File: src/rtl/dma_irq_pkg.sv
package dma_irq_pkg;
  localparam int unsigned DEF_N_CH = 8;

  typedef enum logic {
    MODE_LEGACY = 1'b0,
    MODE_MSG    = 1'b1
  } irq_mode_e;

  function automatic int unsigned addr_width(input int unsigned n_ch);
    return (n_ch < 2) ? 1 : $clog2(n_ch + 1);
  endfunction
endpackage

File: src/rtl/dma_irq_pend_cell.sv
module dma_irq_pend_cell (
  input  logic clk_i,
  input  logic rst_ni,
  input  logic ev_i,
  input  logic clr_i,
  input  logic en_i,
  output logic pend_o,
  output logic active_o
);
  logic pend_q;

  // event has priority over the clear
  always_ff @(posedge clk_i or negedge rst_ni) begin
    if (!rst_ni) pend_q <= 1'b0;
    else if (ev_i) pend_q <= 1'b1;
    else if (clr_i) pend_q <= 1'b0;
  end

  assign pend_o   = pend_q;
  assign active_o = pend_q & en_i;
endmodule

File: src/rtl/dma_irq_msg_gen.sv
module dma_irq_msg_gen #(
  parameter int unsigned N_CH = 8
) (
  input  logic            clk_i,
  input  logic            rst_ni,
  input  logic [N_CH-1:0] active_i,
  input  dma_irq_pkg::irq_mode_e mode_i,
  input  logic            ack_i,
  output logic            req_o
);
  import dma_irq_pkg::*;

  logic [N_CH-1:0] active_q;
  logic            req_q;
  logic            req_d;
  logic            rise;

  assign rise = |(active_i & ~active_q);

  always_comb begin
    req_d = 1'b0;
    if (mode_i == MODE_MSG) req_d = (req_q & ~ack_i) | rise;
  end

  always_ff @(posedge clk_i or negedge rst_ni) begin
    if (!rst_ni) begin
      active_q <= '0;
      req_q    <= 1'b0;
    end else begin
      active_q <= active_i;
      req_q    <= req_d;
    end
  end

  assign req_o = req_q & (mode_i == MODE_MSG);
endmodule

File: src/rtl/dma_irq_rd_mux.sv
module dma_irq_rd_mux #(
  parameter int unsigned N_CH = 8,
  parameter int unsigned AW   = 4
) (
  input  logic [N_CH-1:0] pend_i,
  input  logic [AW-1:0]   addr_i,
  output logic [N_CH-1:0] rdata_o
);
  logic [N_CH-1:0] sel;

  for (genvar k = 0; k < N_CH; k++) begin : g_sel
    localparam logic [AW-1:0] CH_ADDR = AW'(k + 1);
    assign sel[k] = (addr_i == CH_ADDR);
  end

  always_comb begin
    rdata_o = '0;
    if (addr_i == '0) rdata_o = pend_i;
    else rdata_o[0] = |(sel & pend_i);
  end
endmodule

File: src/rtl/dma_irq_agg.sv
module dma_irq_agg #(
  parameter int unsigned N_CH = dma_irq_pkg::DEF_N_CH,
  parameter int unsigned AW   = dma_irq_pkg::addr_width(N_CH)
) (
  input  logic            clk_i,
  input  logic            rst_ni,
  input  logic [N_CH-1:0] ev_i,
  input  logic [N_CH-1:0] en_i,
  input  logic            msi_mode_i,
  input  logic            wr_en_i,
  input  logic [AW-1:0]   addr_i,
  input  logic [N_CH-1:0] wdata_i,
  output logic [N_CH-1:0] rdata_o,
  output logic [N_CH-1:0] pend_o,
  output logic            inta_o,
  output logic            msi_req_o,
  input  logic            msi_ack_i
);
  import dma_irq_pkg::*;

  irq_mode_e       mode;
  logic [N_CH-1:0] clr;
  logic [N_CH-1:0] active;

  assign mode = msi_mode_i ? MODE_MSG : MODE_LEGACY;

  for (genvar k = 0; k < N_CH; k++) begin : g_ch
    localparam logic [AW-1:0] CH_ADDR = AW'(k + 1);
    assign clr[k] = wr_en_i & (addr_i == CH_ADDR) & wdata_i[0];

    dma_irq_pend_cell u_cell (
      .clk_i   (clk_i),
      .rst_ni  (rst_ni),
      .ev_i    (ev_i[k]),
      .clr_i   (clr[k]),
      .en_i    (en_i[k]),
      .pend_o  (pend_o[k]),
      .active_o(active[k])
    );
  end

  assign inta_o = (mode == MODE_LEGACY) & (|active);

  dma_irq_msg_gen #(.N_CH(N_CH)) u_msg (
    .clk_i   (clk_i),
    .rst_ni  (rst_ni),
    .active_i(active),
    .mode_i  (mode),
    .ack_i   (msi_ack_i),
    .req_o   (msi_req_o)
  );

  dma_irq_rd_mux #(.N_CH(N_CH), .AW(AW)) u_rd (
    .pend_i (pend_o),
    .addr_i (addr_i),
    .rdata_o(rdata_o)
  );
endmodule

File: config.mk
export PLATFORM = sky130hd
export DESIGN_NAME = dma_irq_agg
export DESIGN_NICKNAME = d
export VERILOG_FILES = /design/src/rtl/dma_irq_pkg.sv /design/src/rtl/dma_irq_pend_cell.sv /design/src/rtl/dma_irq_msg_gen.sv /design/src/rtl/dma_irq_rd_mux.sv /design/src/rtl/dma_irq_agg.sv
export SDC_FILE = /design/constraint.sdc
export NUM_CORES = 1
export LEC_CHECK = 0
export CAP_MARGIN = 40
export CORE_MARGIN = 2
export CORE_UTILIZATION = 60
export CTS_CLUSTER_DIAMETER = 150
export DETAILED_ROUTE_END_ITERATION = 16
export DONT_BUFFER_PORTS = 1
export HOLD_SLACK_MARGIN = 0.12
export MAX_ROUTING_LAYER = met4
export PLACE_DENSITY = 0.8
export SETUP_SLACK_MARGIN = 0.5
export SYNTH_ARGS = -nofsm -noshare
export SYNTH_HDL_FRONTEND = slang
export SYNTH_HIERARCHICAL = 1
export SYNTH_SLANG_ARGS = --single-unit
File: constraint.sdc
create_clock -name clk_i -period 1.3 [get_ports clk_i]
set_input_delay 0.065 -clock clk_i [delete_from_list [all_inputs] [get_ports clk_i]]
set_output_delay 0.065 -clock clk_i [all_outputs]
set_load 0.01 [all_outputs]
==> impl_results.html, run 1 <==
<table>
<tr><th>Metric</th><th>Value</th></tr>
<tr><th colspan="2">Pwr</th></tr>
<tr><td>Maximum ir drop on the vdd rail</td><td>0.000687 V</td></tr>
<tr><td>Power Density</td><td>790 nW/um^2</td></tr>
<tr><td>Leakage power summed over all cells</td><td>0.529 nW</td></tr>
<tr><td>Design Power</td><td>1.03 mW</td></tr>
<tr><th colspan="2">Floorplan</th></tr>
<tr><td>Height of the die</td><td>43.2 um</td></tr>
<tr><td>Boundary pin count</td><td>51</td></tr>
<tr><td>Die Span X</td><td>43.2 um</td></tr>
<tr><td>Area of the die</td><td>1860 um^2</td></tr>
<tr><td>Number of standard-cell rows in the floorplan</td><td>14</td></tr>
<tr><td>Floorplan Core Area</td><td>1470 um^2</td></tr>
<tr><td>Starting Density</td><td>0.625</td></tr>
<tr><th colspan="2">Placed design</th></tr>
<tr><td>Post-Place Worst Slack</td><td>118 ps</td></tr>
<tr><td>Hpwl dp</td><td>1460 um</td></tr>
<tr><td>GP Congestion</td><td>0.823</td></tr>
<tr><td>Count of buffers from port buffering</td><td>0</td></tr>
<tr><th colspan="2">Synthesis</th></tr>
<tr><td>Proportion of synthesized flip-flops having asynchronous set or reset</td><td>1.00</td></tr>
<tr><td>EDFF count, synth</td><td>0</td></tr>
<tr><td>Netlist area before placement</td><td>920 um^2</td></tr>
<tr><td>Number of library cell types mapped by synthesis</td><td>28</td></tr>
<tr><td>Post-synthesis sequential area ratio</td><td>0.463</td></tr>
<tr><td>Syn Area/Cell</td><td>9.58 um^2</td></tr>
<tr><td>Count of state elements after synthesis</td><td>17</td></tr>
<tr><td>Syn nets</td><td>129</td></tr>
<tr><td>Most common flop cell mapped by yosys</td><td>dfrtp_1</td></tr>
<tr><td>Post-synthesis cell count</td><td>96</td></tr>
<tr><td>Ys Warns</td><td>6</td></tr>
<tr><th colspan="2">Final layout</th></tr>
<tr><td>Diodes inserted</td><td>0</td></tr>
<tr><td>Most frequent standard cell in the layout excluding fill and tap cells</td><td>and2_4</td></tr>
<tr><td>Layout overhead on the synthesized area</td><td>41.6%</td></tr>
<tr><td>Highest-count cells in the layout ignoring fill and taps</td><td>and2_4 (15), inv_1 (13), dfrtp_1 (13)</td></tr>
<tr><td>Layout Utilization</td><td>0.885</td></tr>
<tr><td>Number of inserted filler cells in the final layout</td><td>76</td></tr>
<tr><td>Fraction of final layout cells sized beyond drive strength 1</td><td>0.372</td></tr>
<tr><td>NumNets Final</td><td>155</td></tr>
<tr><th colspan="2">Worst setup path</th></tr>
<tr><td>Endpoint kind of the worst setup timing path</td><td>output port</td></tr>
<tr><td>Crit Path Class</td><td>reg -&gt; out</td></tr>
<tr><td>Arrival time at the worst endpoint</td><td>1370 ps</td></tr>
<tr><td>Maximum fanout along the worst path</td><td>4</td></tr>
<tr><td>Launching element type of the critical path</td><td>flop</td></tr>
<tr><td>Worst EP required</td><td>1240 ps</td></tr>
<tr><th colspan="2">Clock network</th></tr>
<tr><td>Clock root buffer master</td><td>clkbuf_4</td></tr>
<tr><td>Clock network latency to the later pin of the worst-skew pair</td><td>280 ps</td></tr>
<tr><td>Clock tree from TritonCTS</td><td>yes</td></tr>
<tr><td>Number of CTS-inserted buffers</td><td>3</td></tr>
<tr><td>Clock Tree Buf Depth</td><td>2</td></tr>
<tr><td>Hold_buf cts</td><td>13</td></tr>
<tr><td>Total number of clock tree sinks</td><td>17</td></tr>
<tr><td>CTS clk-pin slew, worst paths</td><td>100 ps</td></tr>
<tr><td>Depth of the CTS H-tree</td><td>1</td></tr>
<tr><th colspan="2">STA</th></tr>
<tr><td>Post-route minimum period</td><td>1440 ps</td></tr>
<tr><td>Highest clock rate</td><td>695 MHz</td></tr>
<tr><td>Headroom to the max-slew limit</td><td>0.475</td></tr>
<tr><td>Worst setup margin</td><td>-140 ps</td></tr>
<tr><td>Actual slew at the worst max-slew pin</td><td>788 ps</td></tr>
<tr><td>Setup Skew</td><td>4.73 ps</td></tr>
<tr><td>Worst hold slack after final layout</td><td>-81.1 ps</td></tr>
<tr><td>Final setup violation count</td><td>3</td></tr>
<tr><td>Number of hold violations in the final report</td><td>26</td></tr>
<tr><td>Share of the clock period used by the worst path after layout</td><td>1.11</td></tr>
<tr><td>Unrepaired setup endpoints after global routing</td><td>true</td></tr>
<tr><td>Fin. max-slew vios</td><td>0</td></tr>
<tr><th colspan="2">Status</th></tr>
<tr><td>Status</td><td>finished with violations</td></tr>
<tr><td>Violations in the final reports</td><td>hold timing, setup timing</td></tr>
<tr><th colspan="2">Route</th></tr>
<tr><td>Detailed Route Iter0 Violations</td><td>4</td></tr>
<tr><td>Routed met3 length</td><td>114 um</td></tr>
<tr><td>Number of design rule violations left after detail routing</td><td>0</td></tr>
<tr><td>Detailed-routing iteration count for the pre-antenna-repair pass</td><td>4</td></tr>
<tr><td>Met1 layer wirelength in the final routing</td><td>953 um</td></tr>
<tr><td>Met2 WL</td><td>1290 um</td></tr>
<tr><td>Detailed-route wire length</td><td>2420 um</td></tr>
<tr><td>Highest layer used for signal routing</td><td>met4</td></tr>
<tr><td>Antenna Violating Nets Remaining</td><td>0</td></tr>
<tr><td>Detail-routed net length per standard cell</td><td>17.6 um</td></tr>
<tr><td>Via count</td><td>792</td></tr>
<tr><td>Via density</td><td>5.78</td></tr>
<tr><th colspan="2">Worst hold path</th></tr>
<tr><td>Worst hold-check path type</td><td>in -&gt; async</td></tr>
<tr><th colspan="2">Global routing</th></tr>
<tr><td>Total global-route track usage</td><td>0.301</td></tr>
<tr><td>Vias in the first global route</td><td>835</td></tr>
<tr><td>Wire length of the first global-routing pass</td><td>4000 um</td></tr>
<tr><td>Pin count of the biggest net entering global routing</td><td>18</td></tr>
<tr><td>Final global-route overflow total</td><td>0</td></tr>
<tr><td>Number of antenna violations at the first check in global routing</td><td>0</td></tr>
<tr><th colspan="2">Flow run</th></tr>
<tr><td>Reported max-cap violation count</td><td>0</td></tr>
</table>
-- area by class of cell --
class | count | area [um^2] | area share
timing repair buffer | 21 | 221 | 0.170
multi-input combinational | 64 | 548 | 0.421
sequential | 17 | 430 | 0.330
tap | 16 | 20.0 | 0.0154
inverter | 15 | 56.3 | 0.0432
clock buffer | 4 | 26.3 | 0.0202
-- layer usage --
metal | vias up | track usage
met1 | 385 | 0.351
met3 | 6 | 0.0681
li1 | 374 | -
met5 | - | -
met2 | 27 | 0.496
met4 | 0 | 0.127
-- state kept, by name, indices dropped and copies added, names as in the netlist --
name	flops
u_msg/req_q	1
u_msg/active_q	8
g_ch.u_cell/pend_o	8
-- synth_stat cells, types with 2 or more instances --
master | count | share of area
a21oi_1 | 2 | 0.011
inv_1 | 15 | 0.061
nand2b_1 | 5 | 0.034
nand3b_1 | 3 | 0.024
a21o_1 | 8 | 0.065
o22ai_1 | 2 | 0.014
nor4_1 | 2 | 0.014
nor2_1 | 7 | 0.029
dfrtp_1 | 17 | 0.46
and2_1 | 16 | 0.11
nand2_1 | 2 | 0.0082
-- kinds of logic after synthesis --
logic type / after synthesis / share of synthesized area
AOI/OAI and AO/OA: 19 / 0.158
muxes: 1 / 0.0122
and+or+nand+nor: 44 / 0.306
buffers and inverters: 15 / 0.0612
DFF: 17 / 0.463
-- worst paths after layout --
path | slack, ps | start | cells after the start | to
max | -140 | g_ch[1].u_cell/pend_o | 4 | rdata_o[0]
min | -80 | rst_ni | 1 | u_msg/active_q[3]
max reg2reg | 40 | g_ch[1].u_cell/pend_o | 6 | g_ch[1].u_cell/pend_o
min reg2reg | 570 | g_ch[3].u_cell/pend_o | 1 | g_ch[3].u_cell/pend_o
max in group asynchronous | 840 | rst_ni | 1 | g_ch[6].u_cell/pend_o
min in group clk_i | -40 | en_i[7] | 1 | u_msg/active_q[7]
-- critical path, stage by stage (launching register included) --
cell	delay, ps
dfrtp_1	410
nand3b_1	130
a211oi_2	280
a41oi_2	60
a21oi_2	210
-- stage by stage --
| stage | std cells | area, um^2 | TNS (ps) |
|---|---|---|---|
| 6_report | 137 | 1300 | -266 |
| 5_1_grt | 137 | 1300 | -418 |
| 4_1_cts | 137 | 1280 | -222 |
| 3_5_place_dp | 116 | 996 | 0 |
| 3_3_place_gp | 116 | 996 | 0 |
| 2_1_floorplan | 96 | 946 | 0 |
-- power by group --
part           switching, mW  internal, mW
sequential            0.0108         0.548
combinational         0.0817         0.104
clock                  0.166         0.119
total                  0.258         0.771
-- what timing repair did --
item / 4_1_cts / 5_1_grt
resized for setup: 29 / 7
pin swaps: 3 / 3
endpoints found under the setup margin: 22 / 43
endpoints found under the hold margin: 34 / 30
cloned: 0 / 0
setup buffers: 4 / 0
No activity file was read; power rests on OpenSTA's default activity.
==> run 2, diff against run 1 <==
CORE_UTILIZATION = 45   (was 60)
PLACE_DENSITY = 0.64   (was 0.8)
SETUP_SLACK_MARGIN = 0.15   (was 0.5)
SKIP_CTS_REPAIR_TIMING = 1   (was unset)
==> run 2 against run 1 <==
The flow still finishes with violations (hold timing, setup timing). Die area grew 30%. Global-route usage shrank 12 points. Sequential share of layout area grew 1.1 points. Wire length shrank 7.2%. Non-clock buffer count grew 2. Sequential cell count is the same.
==> impl_results.html, run 2 (synthesis results as in run 1) <==
<table>
<tr><th>Metric</th><th>Value</th></tr>
<tr><th colspan="2">STA</th></tr>
<tr><td>Setup Skew</td><td>11.1 ps</td></tr>
<tr><td>Actual slew at the worst max-slew pin</td><td>789 ps</td></tr>
<tr><td>Highest clock rate</td><td>678 MHz</td></tr>
<tr><td>Worst setup margin</td><td>-175 ps</td></tr>
<tr><td>Worst hold slack after final layout</td><td>-51.6 ps</td></tr>
<tr><td>Headroom to the max-slew limit</td><td>0.472</td></tr>
<tr><td>Number of hold violations in the final report</td><td>2</td></tr>
<tr><td>Share of the clock period used by the worst path after layout</td><td>1.13</td></tr>
<tr><td>Post-route minimum period</td><td>1470 ps</td></tr>
<tr><td>Fin. max-slew vios</td><td>0</td></tr>
<tr><td>Unrepaired setup endpoints after global routing</td><td>true</td></tr>
<tr><td>Final setup violation count</td><td>2</td></tr>
<tr><td>Setup Total Neg Slack</td><td>-305 ps</td></tr>
<tr><th colspan="2">Worst hold path</th></tr>
<tr><td>Worst hold-check path type</td><td>in -&gt; reg</td></tr>
<tr><td>Hold path cells</td><td>1</td></tr>
<tr><th colspan="2">Final layout</th></tr>
<tr><td>Fraction of final layout cells sized beyond drive strength 1</td><td>0.228</td></tr>
<tr><td>Diodes inserted</td><td>0</td></tr>
<tr><td>Most frequent standard cell in the layout excluding fill and tap cells</td><td>dlygate4sd3_1</td></tr>
<tr><td>Highest-count cells in the layout ignoring fill and taps</td><td>dlygate4sd3_1 (16), dfrtp_1 (15), inv_1 (14)</td></tr>
<tr><td>Number of inserted filler cells in the final layout</td><td>181</td></tr>
<tr><td>NumNets Final</td><td>157</td></tr>
<tr><td>Layout Utilization</td><td>0.646</td></tr>
<tr><td>Final design instance area without fill</td><td>1250 um^2</td></tr>
<tr><td>Layout overhead on the synthesized area</td><td>36.5%</td></tr>
<tr><th colspan="2">Global routing</th></tr>
<tr><td>Vias in the first global route</td><td>757</td></tr>
<tr><td>Total global-route track usage</td><td>0.179</td></tr>
<tr><td>Number of antenna violations at the first check in global routing</td><td>0</td></tr>
<tr><td>Wire length of the first global-routing pass</td><td>3280 um</td></tr>
<tr><td>Pin count of the biggest net entering global routing</td><td>18</td></tr>
<tr><td>Final global-route overflow total</td><td>0</td></tr>
<tr><th colspan="2">Clock network</th></tr>
<tr><td>Clock Tree Buf Depth</td><td>2</td></tr>
<tr><td>Depth of the CTS H-tree</td><td>1</td></tr>
<tr><td>Clock root buffer master</td><td>clkbuf_4</td></tr>
<tr><td>Clock network latency to the later pin of the worst-skew pair</td><td>290 ps</td></tr>
<tr><td>Number of CTS-inserted buffers</td><td>3</td></tr>
<tr><td>Clock tree from TritonCTS</td><td>yes</td></tr>
<tr><td>CTS clk-pin slew, worst paths</td><td>110 ps</td></tr>
<tr><td>Total number of clock tree sinks</td><td>17</td></tr>
<tr><th colspan="2">Worst setup path</th></tr>
<tr><td>Endpoint kind of the worst setup timing path</td><td>output port</td></tr>
<tr><td>Reg2reg setup slack</td><td>100 ps</td></tr>
<tr><td>Endpoint of the worst-slack reg-to-reg timing path</td><td>u_msg/req_q</td></tr>
<tr><td>Maximum fanout along the worst path</td><td>3</td></tr>
<tr><td>Critical path origin</td><td>g_ch[0].u_cell/pend_o</td></tr>
<tr><td>Last element of the critical path</td><td>rdata_o[0]</td></tr>
<tr><td>Launching element type of the critical path</td><td>flop</td></tr>
<tr><td>Worst r2r src</td><td>g_ch[2].u_cell/pend_o</td></tr>
<tr><td>Arrival time at the worst endpoint</td><td>1410 ps</td></tr>
<tr><td>Crit Path Class</td><td>reg -&gt; out</td></tr>
<tr><td>Worst EP required</td><td>1240 ps</td></tr>
<tr><td>Cells on worst reg2reg path</td><td>4</td></tr>
<tr><th colspan="2">Route</th></tr>
<tr><td>Detail-routed net length per standard cell</td><td>15.0 um</td></tr>
<tr><td>Via density</td><td>5.44</td></tr>
<tr><td>Antenna Violating Nets Remaining</td><td>0</td></tr>
<tr><td>Detailed-route wire length</td><td>2240 um</td></tr>
<tr><td>Via count</td><td>816</td></tr>
<tr><td>Detailed-routing iteration count for the pre-antenna-repair pass</td><td>4</td></tr>
<tr><td>Number of design rule violations left after detail routing</td><td>0</td></tr>
<tr><td>Detailed Route Iter0 Violations</td><td>7</td></tr>
<tr><th colspan="2">Placed design</th></tr>
<tr><td>Area post-placement</td><td>998 um^2</td></tr>
<tr><td>Post-Place Worst Slack</td><td>103 ps</td></tr>
<tr><td>GP Congestion</td><td>0.757</td></tr>
<tr><td>Hpwl dp</td><td>1540 um</td></tr>
<tr><td>Count of buffers from port buffering</td><td>0</td></tr>
<tr><th colspan="2">Floorplan</th></tr>
<tr><td>Floorplan Core Area</td><td>1940 um^2</td></tr>
<tr><td>Die Span X</td><td>49.2 um</td></tr>
<tr><td>Number of standard-cell rows in the floorplan</td><td>16</td></tr>
<tr><td>Area of the die</td><td>2420 um^2</td></tr>
<tr><td>Boundary pin count</td><td>51</td></tr>
<tr><td>Starting Density</td><td>0.474</td></tr>
<tr><td>Height of the die</td><td>49.2 um</td></tr>
<tr><th colspan="2">Pwr</th></tr>
<tr><td>Reg power frac</td><td>0.547</td></tr>
<tr><td>Reported net switching power</td><td>0.259 mW</td></tr>
<tr><td>Relative contribution of combinational cells to total power</td><td>0.169</td></tr>
<tr><td>Power share of the clock group</td><td>0.284</td></tr>
<tr><td>Pint</td><td>0.758 mW</td></tr>
<tr><td>Switching share of total power</td><td>0.254</td></tr>
<tr><td>Maximum ir drop on the vdd rail</td><td>0.000507 V</td></tr>
<tr><td>Leakage power summed over all cells</td><td>0.480 nW</td></tr>
<tr><td>Power Density</td><td>810 nW/um^2</td></tr>
<tr><th colspan="2">Status</th></tr>
<tr><td>Status</td><td>finished with violations</td></tr>
<tr><td>Violations in the final reports</td><td>hold timing, setup timing</td></tr>
<tr><th colspan="2">Flow run</th></tr>
<tr><td>Reported max-cap violation count</td><td>0</td></tr>
</table>
## run 2: changes by cell type in the layout (fill, tap and decap cells not counted), moves of 2 or more
cell            delta
and2_4            -11
dfrtp_2            -2
and2_1            +11
dlygate4sd3_1      +5
dfrtp_1            +2
buf_4              +6
dlymetal6s4s_1     -2
buf_6              -7
## run 2: layout make-up
type / instances / area, um^2 / share of cell area
well taps: 27 / 33.8 / 0.0269
inverters: 15 / 56.3 / 0.0449
multi-input cells: 64 / 498 / 0.397
clock buffers: 4 / 26.3 / 0.0209
flip-flops and latches: 17 / 428 / 0.341
repair buffers: 23 / 213 / 0.169
## run 2: routing by layer
metal	vias up	routed length (um)	track usage
met5	-	0	-
met4	0	25	0.0571
met3	4	121	0.0368
met2	35	1150	0.304
met1	395	950	0.212
li1	382	-	-
## run 2: power by group through the flow
| stage | clock network [mW] | registers (mW) | logic, mW |
|---|---|---|---|
| floorplan | 0 | 0.566 | 0.0789 |
| global placement | 0 | 0.566 | 0.0952 |
| detailed placement | 0 | 0.567 | 0.0975 |
| CTS | 0.292 | 0.556 | 0.0979 |
| global route | 0.314 | 0.558 | 0.187 |
| finish | 0.289 | 0.556 | 0.172 |
## run 2: worst min path at each step
stage	slack, ps	end	start
after floorplan	-230	g_ch[0].u_cell/pend_o	rst_ni
after global placement	-230	u_msg/active_q[6]	rst_ni
after detailed placement	-230	u_msg/req_q	rst_ni
after CTS	-550	u_msg/req_q	rst_ni
after global routing	-60	u_msg/active_q[6]	en_i[6]
final	-50	u_msg/active_q[6]	en_i[6]
## run 2: worst max-delay path: stages, from the launching register on
cell and delay [ps]:
dfrtp_1 400, nand3b_1 120, a211oi_2 300, a41oi_2 80, a21oi_2 230
## run 2: stage by stage
stage / power, mW / std cells
6_report: 1.02 / 150
2_1_floorplan: 0.645 / 96
3_3_place_gp: 0.661 / 129
3_5_place_dp: 0.664 / 129
4_1_cts: 0.946 / 133
5_1_grt: 1.06 / 150
==> run 3, diff against run 2 <==
clock period = 1.8 ns   (was 1.3 ns; I/O delays follow)
==> run 3 against run 2 <==
Sequential cell count unchanged. Power is 30% lower. Core utilization fell by 0.77 points. Final area decreased by 1.2%. Sequential power down 28%. First-iteration DRC count rose by 100%. The flow now finishes without violations. Global-route usage is 0.77 points lower. Combinational power decreased by 38%.
==> impl_results.html, run 3 (synthesis results as in run 1) <==
<table>
<tr><th>Metric</th><th>Value</th></tr>
<tr><th colspan="2">Route</th></tr>
<tr><td>Antenna Violating Nets Remaining</td><td>0</td></tr>
<tr><td>Detail-routed net length per standard cell</td><td>14.0 um</td></tr>
<tr><td>Number of design rule violations left after detail routing</td><td>0</td></tr>
<tr><td>Via count</td><td>777</td></tr>
<tr><td>Detailed-route wire length</td><td>2140 um</td></tr>
<tr><td>Detailed Route Iter0 Violations</td><td>14</td></tr>
<tr><td>Detailed-routing iteration count for the pre-antenna-repair pass</td><td>4</td></tr>
<tr><td>Via density</td><td>5.08</td></tr>
<tr><th colspan="2">Worst setup path</th></tr>
<tr><td>Maximum fanout along the worst path</td><td>5</td></tr>
<tr><td>Worst EP required</td><td>1710 ps</td></tr>
<tr><td>Arrival time at the worst endpoint</td><td>1480 ps</td></tr>
<tr><td>Cells on worst reg2reg path</td><td>2</td></tr>
<tr><td>Last element of the critical path</td><td>rdata_o[0]</td></tr>
<tr><td>Cell-by-cell listing of the critical path</td><td>nand3b_1, a211oi_1, a41oi_1, a21oi_1</td></tr>
<tr><td>Crit Path Class</td><td>reg -&gt; out</td></tr>
<tr><td>Endpoint kind of the worst setup timing path</td><td>output port</td></tr>
<tr><td>Launching element type of the critical path</td><td>flop</td></tr>
<tr><td>Crit-path slowest cell</td><td>dfrtp_1</td></tr>
<tr><td>Endpoint of the worst-slack reg-to-reg timing path</td><td>g_ch[1].u_cell/pend_o</td></tr>
<tr><td>Maximum cell stage delay along the critical path</td><td>490 ps</td></tr>
<tr><td>Reg2reg setup slack</td><td>450 ps</td></tr>
<tr><td>Worst r2r src</td><td>g_ch[1].u_cell/pend_o</td></tr>
<tr><td>Critical path origin</td><td>g_ch[1].u_cell/pend_o</td></tr>
<tr><th colspan="2">Final layout</th></tr>
<tr><td>Diodes inserted</td><td>0</td></tr>
<tr><td>Multi-input combinational cell area</td><td>438 um^2</td></tr>
<tr><td>Most frequent standard cell in the layout excluding fill and tap cells</td><td>dlygate4sd3_1</td></tr>
<tr><td>Layout Utilization</td><td>0.639</td></tr>
<tr><td>Number of inserted filler cells in the final layout</td><td>175</td></tr>
<tr><td>NumNets Final</td><td>160</td></tr>
<tr><td>Layout overhead on the synthesized area</td><td>34.8%</td></tr>
<tr><td>Fraction of final layout cells sized beyond drive strength 1</td><td>0.0635</td></tr>
<tr><td>Total area of sequential cells</td><td>425 um^2</td></tr>
<tr><td>Highest-count cells in the layout ignoring fill and taps</td><td>dlygate4sd3_1 (26), dfrtp_1 (17), and2_1 (16)</td></tr>
<tr><th colspan="2">Floorplan</th></tr>
<tr><td>Starting Density</td><td>0.474</td></tr>
<tr><td>Die Span X</td><td>49.2 um</td></tr>
<tr><td>Height of the die</td><td>49.2 um</td></tr>
<tr><td>Boundary pin count</td><td>51</td></tr>
<tr><td>Number of standard-cell rows in the floorplan</td><td>16</td></tr>
<tr><td>Area of the die</td><td>2420 um^2</td></tr>
<tr><td>Floorplan Core Area</td><td>1940 um^2</td></tr>
<tr><th colspan="2">STA</th></tr>
<tr><td>Post-route minimum period</td><td>1570 ps</td></tr>
<tr><td>Headroom to the max-slew limit</td><td>0.491</td></tr>
<tr><td>Fin. max-slew vios</td><td>0</td></tr>
<tr><td>Setup Total Neg Slack</td><td>0 ps</td></tr>
<tr><td>Setup Skew</td><td>12.7 ps</td></tr>
<tr><td>Highest clock rate</td><td>639 MHz</td></tr>
<tr><td>Actual slew at the worst max-slew pin</td><td>761 ps</td></tr>
<tr><td>Unrepaired setup endpoints after global routing</td><td>false</td></tr>
<tr><td>Number of hold violations in the final report</td><td>0</td></tr>
<tr><td>Share of the clock period used by the worst path after layout</td><td>0.870</td></tr>
<tr><td>Final setup violation count</td><td>0</td></tr>
<tr><th colspan="2">Clock network</th></tr>
<tr><td>Total number of clock tree sinks</td><td>17</td></tr>
<tr><td>Clock tree from TritonCTS</td><td>yes</td></tr>
<tr><td>Number of CTS-inserted buffers</td><td>3</td></tr>
<tr><td>Depth of the CTS H-tree</td><td>1</td></tr>
<tr><td>Clock root buffer master</td><td>clkbuf_4</td></tr>
<tr><td>Clock network latency to the later pin of the worst-skew pair</td><td>290 ps</td></tr>
<tr><td>Clock Tree Buf Depth</td><td>2</td></tr>
<tr><td>CTS clk-pin slew, worst paths</td><td>110 ps</td></tr>
<tr><th colspan="2">Pwr</th></tr>
<tr><td>Relative contribution of combinational cells to total power</td><td>0.149</td></tr>
<tr><td>Maximum ir drop on the vdd rail</td><td>0.000527 V</td></tr>
<tr><td>Leakage power summed over all cells</td><td>0.457 nW</td></tr>
<tr><td>Power Density</td><td>578 nW/um^2</td></tr>
<tr><td>Reg power frac</td><td>0.562</td></tr>
<tr><td>Reported net switching power</td><td>0.174 mW</td></tr>
<tr><td>Power share of the clock group</td><td>0.288</td></tr>
<tr><td>Switching share of total power</td><td>0.243</td></tr>
<tr><td>Design Power</td><td>0.717 mW</td></tr>
<tr><td>Pint</td><td>0.543 mW</td></tr>
<tr><th colspan="2">Placed design</th></tr>
<tr><td>GP Congestion</td><td>0.776</td></tr>
<tr><td>Hpwl dp</td><td>1460 um</td></tr>
<tr><td>Count of buffers from port buffering</td><td>0</td></tr>
<tr><th colspan="2">Global routing</th></tr>
<tr><td>Total global-route track usage</td><td>0.172</td></tr>
<tr><td>Wire length of the first global-routing pass</td><td>3040 um</td></tr>
<tr><td>Final global-route overflow total</td><td>0</td></tr>
<tr><td>Vias in the first global route</td><td>702</td></tr>
<tr><td>Number of antenna violations at the first check in global routing</td><td>0</td></tr>
<tr><td>Pin count of the biggest net entering global routing</td><td>18</td></tr>
<tr><th colspan="2">Status</th></tr>
<tr><td>Status</td><td>finished clean</td></tr>
<tr><th colspan="2">Flow run</th></tr>
<tr><td>Reported max-cap violation count</td><td>0</td></tr>
<tr><th colspan="2">Worst hold path</th></tr>
<tr><td>Worst hold-check path type</td><td>in -&gt; reg</td></tr>
</table>
==> run 3: cell types whose count changed in the layout (fill, tap and decap cells not counted), moves of 4 or more <==
cell / before / now
and2_1: 12 / 16
and2_4: 4 / 0
buf_4: 7 / 0
dlygate4sd3_1: 16 / 26
==> run 3: final cells by class <==
type	instances	share of cell area
inverters	15	0.0454
multi-input cells	64	0.353
flip-flops and latches	17	0.343
repair buffers	26	0.210
clock buffers	4	0.0212
well taps	27	0.0272
==> run 3: how the worst min path moves through the flow <==
stage                     startpoint                     to  slack [ps]  cells past startpoint
after floorplan               rst_ni  g_ch[0].u_cell/pend_o        -210                      0
after global placement        rst_ni            u_msg/req_q        -210                      0
after detailed placement      rst_ni            u_msg/req_q        -210                      0
after CTS                     rst_ni            u_msg/req_q        -520                      0
after global routing       msi_ack_i            u_msg/req_q         160                      3
final                      msi_ack_i            u_msg/req_q         140                      3
==> run 3: metrics by stage <==
| step | std cells | hold WS (ps) | area (um^2) | setup WS, ps |
|---|---|---|---|---|
| floorplan | 96 | -206 | 920 | 673 |
| finish | 153 | 143 | 1240 | 234 |
| CTS | 127 | -524 | 980 | 261 |
| global route | 153 | 158 | 1240 | 155 |
| global placement | 123 | -205 | 953 | 592 |
| detailed placement | 123 | -205 | 953 | 588 |
==> run 3: power groups by stage <==
stage | clock, mW | combinational, mW | sequential [mW]
after global placement | 0 | 0.0647 | 0.411
after floorplan | 0 | 0.0570 | 0.409
after CTS | 0.209 | 0.0660 | 0.403
after global routing | 0.231 | 0.119 | 0.405
final | 0.207 | 0.107 | 0.403
after detailed placement | 0 | 0.0657 | 0.411
==> run 3: routing by layer <==
layer,GRT usage,up-vias,share of wire
met2,0.266,24,0.50
met4,0.0857,0,0.0056
li1,-,388,-
met3,0.0552,2,0.058
met5,-,-,0
met1,0.199,363,0.43
==> run 3: worst max-delay path, delay by kind of cell, from the launching register on <==
family | cells | cell delay, ps
AOI/OAI and AO/OA | 3 | 590
DFF | 1 | 490
and+or+nand+nor | 1 | 100
